**config.mk**
```make
export PLATFORM = sky130hd
export DESIGN_NAME = ret_addr_stack
export DESIGN_NICKNAME = d
export VERILOG_FILES = /design/src/rtl/ras_pkg.sv /design/src/rtl/ras_ctrl.sv /design/src/rtl/ras_mem.sv /design/src/rtl/ras_rdmux.sv /design/src/rtl/ret_addr_stack.sv
export SDC_FILE = /design/constraint.sdc
export NUM_CORES = 1
export LEC_CHECK = 0
export ABC_AREA = 1
export BUFFER_PORTS_ARGS = -buffer_cell sky130_fd_sc_hd__buf_2
export CAP_MARGIN = 0
export CORE_MARGIN = 3
export CORE_UTILIZATION = 40
export DETAILED_ROUTE_END_ITERATION = 7
export PLACE_DENSITY_LB_ADDON = 0.15
export SLEW_MARGIN = 20
export SYNTH_ARGS = -nofsm -noshare
export SYNTH_HDL_FRONTEND = slang
export SYNTH_SLANG_ARGS = --single-unit
```
**constraint.sdc**
```tcl
create_clock -name clk -period 3 [get_ports clk]
set_clock_uncertainty 0.1 [all_clocks]
set_input_delay 0.3 -clock clk [delete_from_list [all_inputs] [get_ports clk]]
set_output_delay 0.3 -clock clk [all_outputs]
set_load 0.02 [all_outputs]
```
**src/rtl/ras_pkg.sv**
```systemverilog
package ras_pkg;

  typedef enum logic [1:0] {
    OP_NONE = 2'd0,
    OP_PUSH = 2'd1,
    OP_POP  = 2'd2,
    OP_REG  = 2'd3
  } stk_op_e;

  typedef enum logic [1:0] {
    RA_TOS_B0 = 2'd0,
    RA_TOS_B1 = 2'd1,
    RA_TOS_B2 = 2'd2,
    RA_STATUS = 2'd3
  } reg_sel_e;

  localparam int EXT_W   = 24;
  localparam int OVF_BIT = 7;
  localparam int UNF_BIT = 6;

  // Precedence: core push, core pop, software push, software pop, register write
  function automatic stk_op_e pick_op(input logic cpush, input logic cpop,
                                      input logic spush, input logic spop,
                                      input logic rwr);
    if (cpush)      return OP_PUSH;
    else if (cpop)  return OP_POP;
    else if (spush) return OP_PUSH;
    else if (spop)  return OP_POP;
    else if (rwr)   return OP_REG;
    else            return OP_NONE;
  endfunction

endpackage

```
**src/rtl/ras_ctrl.sv**
```systemverilog
module ras_ctrl import ras_pkg::*; #(
  parameter int PTR_W = 5,
  parameter int AW    = 21
) (
  input  logic             clk,
  input  logic             rst,
  input  logic             push_i,
  input  logic             pop_i,
  input  logic             sw_push_i,
  input  logic             sw_pop_i,
  input  logic [AW-1:0]    pc_i,
  input  logic             reg_wr_i,
  input  logic [1:0]       reg_addr_i,
  input  logic [7:0]       reg_wdata_i,
  input  logic [AW-1:0]    tos_cur_i,
  output logic [PTR_W-1:0] ptr_q,
  output logic [PTR_W-1:0] ptr_nxt,
  output logic             ovf_q,
  output logic             unf_q,
  output logic             mem_we,
  output logic [PTR_W-1:0] mem_wa,
  output logic [AW-1:0]    mem_wd
);
  localparam logic [PTR_W-1:0] FULL  = '1;
  localparam logic [PTR_W-1:0] EMPTY = '0;

  stk_op_e          op;
  logic             ovf_n, unf_n;
  logic [EXT_W-1:0] ext;

  always_comb begin
    op      = pick_op(push_i, pop_i, sw_push_i, sw_pop_i, reg_wr_i);
    ptr_nxt = ptr_q;
    ovf_n   = ovf_q;
    unf_n   = unf_q;
    mem_we  = 1'b0;
    mem_wa  = ptr_q;
    ext     = EXT_W'(tos_cur_i);
    case (op)
      OP_PUSH: begin
        if (ptr_q == FULL) begin
          ovf_n = 1'b1;
        end else begin
          ptr_nxt = ptr_q + 1'b1;
          mem_we  = 1'b1;
          mem_wa  = ptr_q + 1'b1;
          ext     = EXT_W'(pc_i);
        end
      end
      OP_POP: begin
        if (ptr_q == EMPTY) unf_n = 1'b1;
        else                ptr_nxt = ptr_q - 1'b1;
      end
      OP_REG: begin
        case (reg_sel_e'(reg_addr_i))
          RA_TOS_B0: begin ext[7:0]   = reg_wdata_i; mem_we = (ptr_q != EMPTY); end
          RA_TOS_B1: begin ext[15:8]  = reg_wdata_i; mem_we = (ptr_q != EMPTY); end
          RA_TOS_B2: begin ext[23:16] = reg_wdata_i; mem_we = (ptr_q != EMPTY); end
          RA_STATUS: begin
            ptr_nxt = reg_wdata_i[PTR_W-1:0];
            ovf_n   = ovf_q & reg_wdata_i[OVF_BIT];
            unf_n   = unf_q & reg_wdata_i[UNF_BIT];
          end
          default: ;
        endcase
      end
      default: ;
    endcase
    mem_wd = ext[AW-1:0];
  end

  always_ff @(posedge clk) begin
    if (rst) begin
      ptr_q <= '0;
      ovf_q <= 1'b0;
      unf_q <= 1'b0;
    end else begin
      ptr_q <= ptr_nxt;
      ovf_q <= ovf_n;
      unf_q <= unf_n;
    end
  end
endmodule

```
**src/rtl/ras_mem.sv**
```systemverilog
module ras_mem #(
  parameter int PTR_W = 5,
  parameter int AW    = 21
) (
  input  logic             clk,
  input  logic             rst,
  input  logic             we,
  input  logic [PTR_W-1:0] wa,
  input  logic [AW-1:0]    wd,
  input  logic [PTR_W-1:0] ra,
  output logic [AW-1:0]    rd_q
);
  localparam int SLOTS = 2 ** PTR_W;

  logic [AW-1:0] store [SLOTS];

  always_ff @(posedge clk) begin
    if (we) store[wa] <= wd;
  end

  // Registered read with write-first forwarding
  always_ff @(posedge clk) begin
    if (rst)                rd_q <= '0;
    else if (we && wa == ra) rd_q <= wd;
    else                    rd_q <= store[ra];
  end
endmodule

```
**src/rtl/ras_rdmux.sv**
```systemverilog
module ras_rdmux import ras_pkg::*; #(
  parameter int PTR_W = 5,
  parameter int AW    = 21
) (
  input  logic             clk,
  input  logic             rst,
  input  logic [1:0]       reg_addr_i,
  input  logic [AW-1:0]    tos_i,
  input  logic [PTR_W-1:0] ptr_i,
  input  logic             ovf_i,
  input  logic             unf_i,
  output logic [7:0]       rdata_q
);
  logic [EXT_W-1:0] t;
  logic [7:0]       status, sel;

  always_comb begin
    t                 = EXT_W'(tos_i);
    status            = '0;
    status[PTR_W-1:0] = ptr_i;
    status[OVF_BIT]   = ovf_i;
    status[UNF_BIT]   = unf_i;
    case (reg_sel_e'(reg_addr_i))
      RA_TOS_B0: sel = t[7:0];
      RA_TOS_B1: sel = t[15:8];
      RA_TOS_B2: sel = t[23:16];
      default:   sel = status;
    endcase
  end

  always_ff @(posedge clk) begin
    if (rst) rdata_q <= '0;
    else     rdata_q <= sel;
  end
endmodule

```
**src/rtl/ret_addr_stack.sv**
```systemverilog
module ret_addr_stack #(
  parameter int PTR_W = 5,
  parameter int AW    = 21
) (
  input  logic          clk,
  input  logic          rst,
  input  logic          push_i,
  input  logic          pop_i,
  input  logic [AW-1:0] pc_i,
  input  logic          sw_push_i,
  input  logic          sw_pop_i,
  output logic [AW-1:0] tos_o,
  output logic          ovf_o,
  output logic          unf_o,
  input  logic [1:0]    reg_addr_i,
  input  logic          reg_wr_i,
  input  logic [7:0]    reg_wdata_i,
  output logic [7:0]    reg_rdata_o
);
  logic [PTR_W-1:0] ptr_q, ptr_nxt, mem_wa;
  logic             ovf_q, unf_q, mem_we;
  logic [AW-1:0]    mem_wd, rd_q;

  ras_ctrl #(.PTR_W(PTR_W), .AW(AW)) u_ctrl (
    .clk(clk), .rst(rst),
    .push_i(push_i), .pop_i(pop_i), .sw_push_i(sw_push_i), .sw_pop_i(sw_pop_i),
    .pc_i(pc_i), .reg_wr_i(reg_wr_i), .reg_addr_i(reg_addr_i),
    .reg_wdata_i(reg_wdata_i), .tos_cur_i(tos_o),
    .ptr_q(ptr_q), .ptr_nxt(ptr_nxt), .ovf_q(ovf_q), .unf_q(unf_q),
    .mem_we(mem_we), .mem_wa(mem_wa), .mem_wd(mem_wd)
  );

  ras_mem #(.PTR_W(PTR_W), .AW(AW)) u_mem (
    .clk(clk), .rst(rst), .we(mem_we), .wa(mem_wa), .wd(mem_wd),
    .ra(ptr_nxt), .rd_q(rd_q)
  );

  assign tos_o = (ptr_q == '0) ? '0 : rd_q;
  assign ovf_o = ovf_q;
  assign unf_o = unf_q;

  ras_rdmux #(.PTR_W(PTR_W), .AW(AW)) u_rd (
    .clk(clk), .rst(rst), .reg_addr_i(reg_addr_i), .tos_i(tos_o),
    .ptr_i(ptr_q), .ovf_i(ovf_q), .unf_i(unf_q), .rdata_q(reg_rdata_o)
  );
endmodule

```
Word-level counts from Yosys, hierarchy flattened
Memory sizes are Yosys's and may differ from the RTL's. A register that Yosys moved wholly into a read port is not among the register bits.
Index checks and enable logic that the tools add are counted.
Widths: inputs -> output; s select.
{"block": "totals", "regBits": 15, "ram_bits": 672, "in_bits": 38, "elab_cells": 55, "out_inout_bits": 31, "n_memories": 1}
{"name": "u_mem.store", "depth": 32, "word_bits": 21, "rd": 1, "rd_clocked_by_memory_dff": 1, "wr": 1, "line_no": "ras_mem.sv:15", "text": "logic [AW-1:0] store [SLOTS];"}
{"block": "op_classes", "n_addsub": 2, "bitwise": 2, "eq_ne": 10, "muxes": 28, "reduce_logical": 8}
{"cell": "$mux 21", "n": 2}
{"cell": "$pmux 21 s2", "n": 1}
{"cell": "$mux 5", "n": 5}
{"cell": "$pmux 8 s3", "n": 1}
{"cell": "$mux 8", "n": 2}
{"cell": "$pmux 5 s3", "n": 1}
{"cell": "$mux 2", "n": 5}
{"cell": "$eq 2x2->1 const B", "n": 4}
{"cell": "$mux 1", "n": 8}
{"cell": "$pmux 1 s2", "n": 3}
{"cell": "$reduce_and 3->1", "n": 2}
{"cell": "$add 5x1->5 const B", "n": 1}
{"cell": "$eq 5x5->1 const B", "n": 1}
{"cell": "$logic_not 5->1", "n": 1}
{"cell": "$reduce_bool 5->1", "n": 1}
{"cell": "$sub 5x1->5 const B", "n": 1}
{"cell": "$eq 2x1->1 const B", "n": 2}
{"cell": "$ne 2x2->1 const B", "n": 2}
{"cell": "$reduce_bool 2->1", "n": 2}
{"cell": "$reduce_or 3->1", "n": 1}
{"cell": "$and 1x1->1", "n": 2}
{"cell": "$logic_not 2->1", "n": 1}
{"cell": "$ne 2x1->1 const B", "n": 1}

Logic depth before layout (Yosys ltp)
Gate-level depths: netlist of run 1.
{"block": "depth", "word_depth": 9, "ltp_mapped": 20}

Cells and area by module
A second synthesis of run 1 with hierarchy kept.
{"block": "unflattened", "cells_unflattened": 2788, "area_unflattened_um2": 30450.5}
{"module": "ras_mem", "cells_each": 2355, "area_per_inst_um2": 28218.3, "n_inst": 1}
{"module": "ras_ctrl", "cells_each": 315, "area_per_inst_um2": 1591.5, "n_inst": 1}
{"module": "ras_rdmux", "cells_each": 70, "area_per_inst_um2": 431.7, "n_inst": 1}
{"module": "ret_addr_stack", "cells_each": 48, "area_per_inst_um2": 209.0, "n_inst": 1}

Worst setup path after synthesis of run 1
No wires, ideal clock.
{"block": "synth_path", "path_type": "register to register", "start": "register u_ctrl.ptr_q[0]", "end": "memory u_mem.store[0][0], enable pin", "arrival_time_ns": 2.559, "stages_incl_launch_ff": 10, "slack_ns": -0.057, "t_required_ns": 2.501, "path_cell_list": "dfxtp_1 -> ha_1 -> nand3_2 -> nor2_4 -> o21ai_0 -> o21ai_0 -> or2_2 -> inv_1 -> nand2_1 -> nor2_1"}
{"block": "synth_between", "elab_chain_cells": 5, "word_cells_on_any_way": 10, "classes_between": "add/sub: 1; eq/ne: 1; mux: 7; reduce/logical: 1"}
{"item": "start, declared", "line_no": "ras_ctrl.sv:16", "text": "output logic [PTR_W-1:0] ptr_q,"}
{"item": "start signal, assigned", "line_no": "ras_ctrl.sv:78", "text": "ptr_q <= ptr_nxt;"}
{"item": "$eq 5x5->1 / $reduce_bool 5->1 (equally long branches)"}
{"item": "$mux 1 (on tied branches)"}
{"item": "$pmux 1 s2", "line_no": "ras_ctrl.sv:39", "text": "case (op)"}
{"item": "$mux 1", "line_no": "ras_mem.sv:18", "text": "if (we) store[wa] <= wd;"}
{"item": "$mux 1 (implied by the code)", "line_no": "ras_mem.sv:18"}
{"item": "end, declared", "line_no": "ras_mem.sv:15"}
Parallel ways exist; a longest one is shown, timed or not.

Worst setup path after layout of run 1
{"block": "layout_path", "start": "register u_ctrl.ptr_q[0]", "end": "register u_mem.rd_q[12], read port of u_mem.store"}
{"block": "layout_between", "elab_chain_cells": 3, "word_cells_on_any_way": 8, "classes_between": "add/sub: 2; eq/ne: 1; mux: 4; reduce/logical: 1"}
{"item": "$sub 5x1->5, or another cell as far along", "line_no": "ras_ctrl.sv:52", "text": "else ptr_nxt = ptr_q - 1'b1;"}
{"item": "$mux 5 (on tied branches)", "line_no": "ras_ctrl.sv:51, ras_ctrl.sv:41"}
{"item": "$pmux 5 s3 *", "line_no": "ras_ctrl.sv:39"}
{"item": "end, declared", "line_no": "ras_mem.sv:11", "text": "output logic [AW-1:0] rd_q"}
Mark *: on every way between the ends. The rest lies on a longest branch, timed or not.
A chain may end at the register's enable or synchronous reset.

==> results of run 1 <==
==> logic make-up (layout without fill, tap and decap cells) <==
kind of cell / count (synthesis) / count (layout) / share of synthesized area, %
compound gates: 66 / 66 / 1.50
xor+xnor: 2 / 2 / 0.0583
flops: 708 / 708 / 69.5
fa+ha+maj: 2 / 2 / 0.0832
simple gates: 1569 / 1569 / 24.1
buf+inv: 282 / 545 / 4.71
==> cell usage in the layout, fill, tap and decap left out, types with 5 or more instances in the layout <==
cell type / synthesis / layout
a21oi_1: 20 / 17
buf_12: 0 / 66
buf_16: 0 / 7
buf_2: 100 / 68
buf_4: 27 / 169
buf_6: 16 / 7
bufinv_16: 0 / 5
clkbuf_1: 47 / 11
clkbuf_16: 0 / 80
clkinv_1: 0 / 13
clkinv_2: 0 / 11
dfxtp_1: 36 / 33
edfxtp_1: 672 / 672
inv_1: 84 / 84
inv_2: 6 / 5
nand2_1: 453 / 453
nand3_1: 994 / 972
nand3_2: 2 / 18
nand3_4: 1 / 7
nand4_1: 6 / 6
nor2_1: 97 / 65
nor2_2: 2 / 33
o21ai_0: 12 / 11
o221ai_2: 0 / 19
o22ai_1: 5 / 5
==> registers in the layout, indices dropped and copies added, names as in the netlist <==
signal        count
u_ctrl.ovf_q      1
u_mem.store     672
u_ctrl.ptr_q      5
u_rd.rdata_q      8
u_ctrl.unf_q      1
u_mem.rd_q       21
==> through the flow <==
| stage | utilization (%) | cell area [µm²] |
|---|---|---|
| floorplan | - | 30100 |
| global placement | 45.5 | 33500 |
| detailed placement | 45.5 | 33500 |
| CTS | 48.9 | 36100 |
| global route | 49.4 | 36400 |
| finish | 49.4 | 36400 |
==> worst min-delay path, cell delays in order <==
cell and delay, ns:
buf_2 0.13, nand2_1 0.09, inv_1 0.10, nand2_1 0.08
a21oi_1 0.06
==> Yosys cell counts, types with 2 or more instances <==
| cell type | instances | area (µm²) |
|---|---|---|
| a21oi_1 | 20 | 100 |
| nand3_1 | 994 | 4970 |
| nor2_2 | 2 | 12.5 |
| o22ai_1 | 5 | 31.3 |
| buf_4 | 27 | 203 |
| nor2_4 | 3 | 33.8 |
| inv_2 | 6 | 22.5 |
| nand2_2 | 7 | 43.8 |
| edfxtp_1 | 672 | 20200 |
| nand3_2 | 2 | 20.0 |
| buf_6 | 16 | 180 |
| nand4_1 | 6 | 37.5 |
| dfxtp_1 | 36 | 721 |
| o211ai_2 | 2 | 25.0 |
| inv_1 | 84 | 315 |
| buf_2 | 100 | 500 |
| nand2_4 | 2 | 22.5 |
| o21ai_2 | 2 | 17.5 |
| clkbuf_1 | 47 | 176 |
| o2bb2ai_1 | 2 | 17.5 |
| o221ai_1 | 21 | 184 |
| nor2_1 | 97 | 364 |
| nand2_1 | 453 | 1700 |
| ha_1 | 2 | 25.0 |
| o21ai_0 | 12 | 60.1 |
==> final timing paths <==
check                           slack [ns]       startpoint  cells past startpoint               to
worst max-delay path                  0.14  u_ctrl.ptr_q[0]                     19   u_mem.rd_q[12]
worst min-delay path                   0.1    reg_addr_i[0]                      5  u_rd.rdata_q[5]
worst max register to register        0.14  u_ctrl.ptr_q[0]                     19   u_mem.rd_q[12]
worst min register to register        0.43     u_ctrl.unf_q                      2     u_ctrl.unf_q
==> power by group <==
group / switching [mW] / leakage [nW] / internal (mW)
Clock: 3.80 / 1.15 / 5.22
Sequential: 0.0876 / 6.44 / 11.3
Combinational: 3.87 / 5.95 / 1.92
Total: 7.76 / 13.5 / 18.4
==> area by class of cell <==
cell class                 count  area, µm²  share of cell area, %
sequential                   708      20900                   57.5
multi-input combinational   1639       8230                   22.6
timing repair buffer         324       3340                   9.19
clock buffer                  92       2020                   5.56
tap                          959       1200                   3.30
inverter                      90        343                  0.942
clock inverter                39        339                  0.932
==> routing by layer <==
metal	GRT usage [%]	up-vias	wire length, µm
li1	-	9937	-
met1	33.0	11000	40000
met2	39.5	876	46100
met3	3.71	195	6590
met4	9.83	0	4090
met5	0	-	0
==> timing repair <==
action | in CTS | in global routing
hold endpoints to repair | 2 | 0
setup endpoints to repair | 9 | 21
cloned | 2 | 4
setup buffers | 3 | 5
pin swaps | 2 | 3
hold buffers | 2 | 0
gates resized for setup | 18 | 34
==> summary.txt, run 1 <==
top_reg_cell synth - edfxtp_1
Seq cells post-synth - 708
Skew-Pair Late Insertion Delay - 0.62 ns
CP max stage delay - 0.36 ns
CTS Buf Count - 76
Period Utilization, post-route - 95.3%
CP required - 3.45 ns
Power Total - 26.2 mW
# DRC - 0
filler cell count - 6,549
Post-Synthesis Cell Area - 0.0301 mm²
GRT Resource Usage Total - 24.3%
Routed WL - 96,800 µm
drt first-iter violations - 2,396
CP bufs+invs - 5
Post-Syn Instances - 2,629
Crit Path Category - reg2reg
Rows - 99
CTS max path bufs - 3
GR Overflow Total - 0
H-tree levels - 3
count of different cell masters after synthesis - 34
Starting Density - 40.8%
worst-path maximum fanout - 21
synth-to-layout area growth - 21.0%
Post-synth EDFFs - 672
Syn. warnings - 0
sequential element share of the synthesized area - 69.5%
status - finished clean
asr flop ratio synth - 0%
Nets - 2,879
Setup WS post-layout - 0.142 ns
root buffer cell - clkbuf_16
Slew Viols, Final - 0
n_diodes - 0
die width - 280 µm
type of destination of the critical path - flop
final RePlAce weighted congestion - 0.918
die height - 280 µm
Crit-path slowest cell - dfxtp_4
RSZ-0062 raised after global routing - yes
Die Area - 0.0785 mm²
Leak - 13.5 nW
clock slew at reported path FFs - 0.06 ns
WP data arrival - 3.30 ns
Placed Cells - 3,703
vias per cell - 5.70
CTS Sinks - 708
Cell Chain, Critical Path - inv_1 > ha_2 > nand3_4 > nand2_1 > nand2_1 > o21bai_2 > nand3_4 > nand2_8 > buf_12 > buf_12 > buf_4 > nand2_1 > nand3_1 > nand3_1 > nand3_1 > nand3_2 > nand3_1 > nand2_1 > inv_1
fin cells - 3,851
max frequency - 0.350 GHz
CP Launch Type - flop
Hold WC Path Type - in2reg
Slew @ Worst Pin - 0.993 ns
MaxCap Viol Count - 0
DP Wirelength - 59,300 µm
Finish-stage setup viols - 0
CP delay by family, top - simple AND/OR/NAND/NOR gates
largest net degree at the start of global routing - 71
syn_nets - 2,669
cell area power density - 719 mW/mm²
Port Buf Inserts - 68
Rel. slew slack - 33.8%
Fin Setup TNS - 0 ns
drt first pass iters - 6
placeable core area - 0.0737 mm²
pre-CTS setup slack - -0.184 ns
first-pass GRT wire length - 142,000 µm
maximum vdd drop - 0.479 mV
via count - 22,000
syn avg cell area - 11.4 µm²
wire per inst - 25.1 µm
initial antenna violation count - 0
share of layout cells above drive strength 1 - 18.7%
Min Hold Slack - 0.0955 ns
Tmin final - 2.86 ns
final hold violations - 0
vias in the first global route - 21,500
I/O pin count - 69
Final ANT Viol Nets - 0
TritonCTS clock tree - yes
(Power assumes the default switching activity.)
==> run 2, diff against run 1 <==
==> constraint.sdc (replaced) <==
create_clock -name clk -period 2.8 [get_ports clk]
set_clock_uncertainty 0.1 [all_clocks]
set_input_delay 0.28 -clock clk [delete_from_list [all_inputs] [get_ports clk]]
set_output_delay 0.28 -clock clk [all_outputs]
set_load 0.02 [all_outputs]
==> run 2 against run 1 <==
  * Utilization is 2.3 points higher
  * First-iteration DRC count is 7.5% lower
  * Sequential power is 7% higher
  * Clock-buffer cell count is 7 higher
  * Fmax is 4.3% higher
  * Hold slack worse by 0.049 ns
  * Non-clock buffer count is 42 higher
  * Final cell count is 1.3% higher
  * Worst setup slack worse by 0.083 ns
  * Combinational power is 25% higher
  * Flip-flop and latch count stayed put
  * Critical path type unchanged
  * Critical endpoint is now u_mem.rd_q[8]
  * Largest cell class unchanged
  * Highest routed layer unchanged
==> summary.txt, run 2 (synthesized netlist as in run 1, its figures left out) <==
Min Hold Slack - 0.0467 ns
# DRC - 0
vias in the first global route - 21,600
Largest Register - u_mem.store
Crit Path Category - reg2reg
share of layout cells above drive strength 1 - 23.4%
final RePlAce weighted congestion - 0.913
CTS Sinks - 708
DP Wirelength - 59,900 µm
TritonCTS clock tree - yes
root buffer cell - clkbuf_16
placeable core area - 0.0737 mm²
GR Overflow Total - 0
CTS Buf Count - 77
die height - 280 µm
WP data arrival - 3.15 ns
GRT Resource Usage Total - 24.9%
clock slew at reported path FFs - 0.06 ns
drt first pass iters - 5
Port Buf Inserts - 68
cell area power density - 768 mW/mm²
Routed WL - 100,000 µm
first-pass GRT wire length - 144,000 µm
post-route cell area - 0.0381 mm²
Regs by FF count - u_mem.store: 672 flops, u_mem.rd_q: 21 flops, u_rd.rdata_q: 8 flops
Skew-Pair Late Insertion Delay - 0.63 ns
Crit-path slowest cell - dfxtp_4
I/O pin count - 69
H-tree levels - 3
Nets - 2,922
Tmin final - 2.74 ns
Fin Setup TNS - 0 ns
CP bufs+invs - 6
CP Launch Type - flop
max reg flops - 672
maximum vdd drop - 0.485 mV
Finish-stage setup viols - 0
Rows - 99
most common cell after layout, fill and taps aside - nand3_1
Rel. slew slack - 43.0%
via count - 22,200
Starting Density - 40.8%
CP max stage delay - 0.36 ns
final hold violations - 0
vias per cell - 5.69
Leak - 14.2 nW
CP delay by family, top - buffers and inverters
die width - 280 µm
crit path launch - u_ctrl.ptr_q[1]
status - finished clean
MaxCap Viol Count - 0
initial antenna violation count - 1
Period Utilization, post-route - 97.9%
n_diodes - 0
Slew Viols, Final - 0
largest net degree at the start of global routing - 144
type of destination of the critical path - flop
max frequency - 0.365 GHz
worst-path maximum fanout - 18
Die Area - 0.0785 mm²
DP Area - 0.0340 mm²
most frequent cells in the layout - nand3_1, edfxtp_1, nand2_1
CTS max path bufs - 3
CP required - 3.21 ns
Reg-to-Reg Start - u_ctrl.ptr_q[1]
synth-to-layout area growth - 26.8%
Hold WC Path Type - in2reg
fin util - 51.7%
wire per inst - 25.6 µm
RSZ-0062 raised after global routing - yes
drt first-iter violations - 2,217
Power Total - 29.3 mW
Final ANT Viol Nets - 0
Slew @ Worst Pin - 0.856 ns
Cell Chain, Critical Path - ha_4 > nand3_4 > nor2_4 > buf_4 > nor2_1 > a21oi_1 > a21oi_2 > o211ai_4 > inv_2 > buf_12 > buf_12 > buf_4 > nand3_2 > nand3_4 > nand3_2 > nand2_1 > inv_1
Hold Startpoint - pc_i[9]
==> run 2: timing repair <==
action	CTS	global route
hold buffers	5	0
pin swaps	7	58
setup endpoints to repair	73	321
endpoints found under the hold margin	7	0
cloned	3	8
gates resized for setup	78	156
setup buffers	9	13
==> run 2: power breakdown <==
part           switching (mW)  leakage, nW  internal, mW
combinational            4.56         6.61          2.70
clock                    4.13         1.19          5.72
sequential             0.0954         6.45          12.1
==> run 2: per-layer routing <==
layer / part of all wire, % / global-route usage [%] / up-vias
li1: - / - / 10100
met1: 41 / 33.6 / 11100
met2: 49 / 42.2 / 866
met3: 6.3 / 3.02 / 143
met4: 3.1 / 7.62 / 0
met5: 0 / 0 / -
==> run 2: final timing paths <==
kind,to,slack [ns],depth (start not counted)
worst max-delay path,u_mem.rd_q[8],0.06,17
worst min-delay path,u_mem.rd_q[9],0.05,7
worst max register to register,u_mem.rd_q[8],0.06,17
worst min register to register,u_rd.rdata_q[7],0.54,3
==> run 2: layout make-up <==
class / count / area [µm²]
fillers: 6411 / 35600
clock buffers: 99 / 2080
well taps: 959 / 1200
clock inverters: 41 / 352
repair buffers: 366 / 4280
inverters: 90 / 364
flip-flops and latches: 708 / 20900
multi-input cells: 1639 / 8920
==> run 2: tightest hold or removal path, cell delays in order <==
cell and delay [ns]:
buf_2 0.07, nand2_1 0.06, o221ai_2 0.09, nor2_1 0.05, nor2_1 0.08, nand2_1 0.05, inv_1 0.04
==> run 2: stage by stage <==
| step | std cells | worst slack (ns) |
|---|---|---|
| after floorplan | 2629 | -0.257 |
| after global placement | 3726 | -0.475 |
| after detailed placement | 3726 | -0.448 |
| after CTS | 3883 | 0.00124 |
| after global routing | 3902 | -0.105 |
| final | 3902 | 0.0598 |
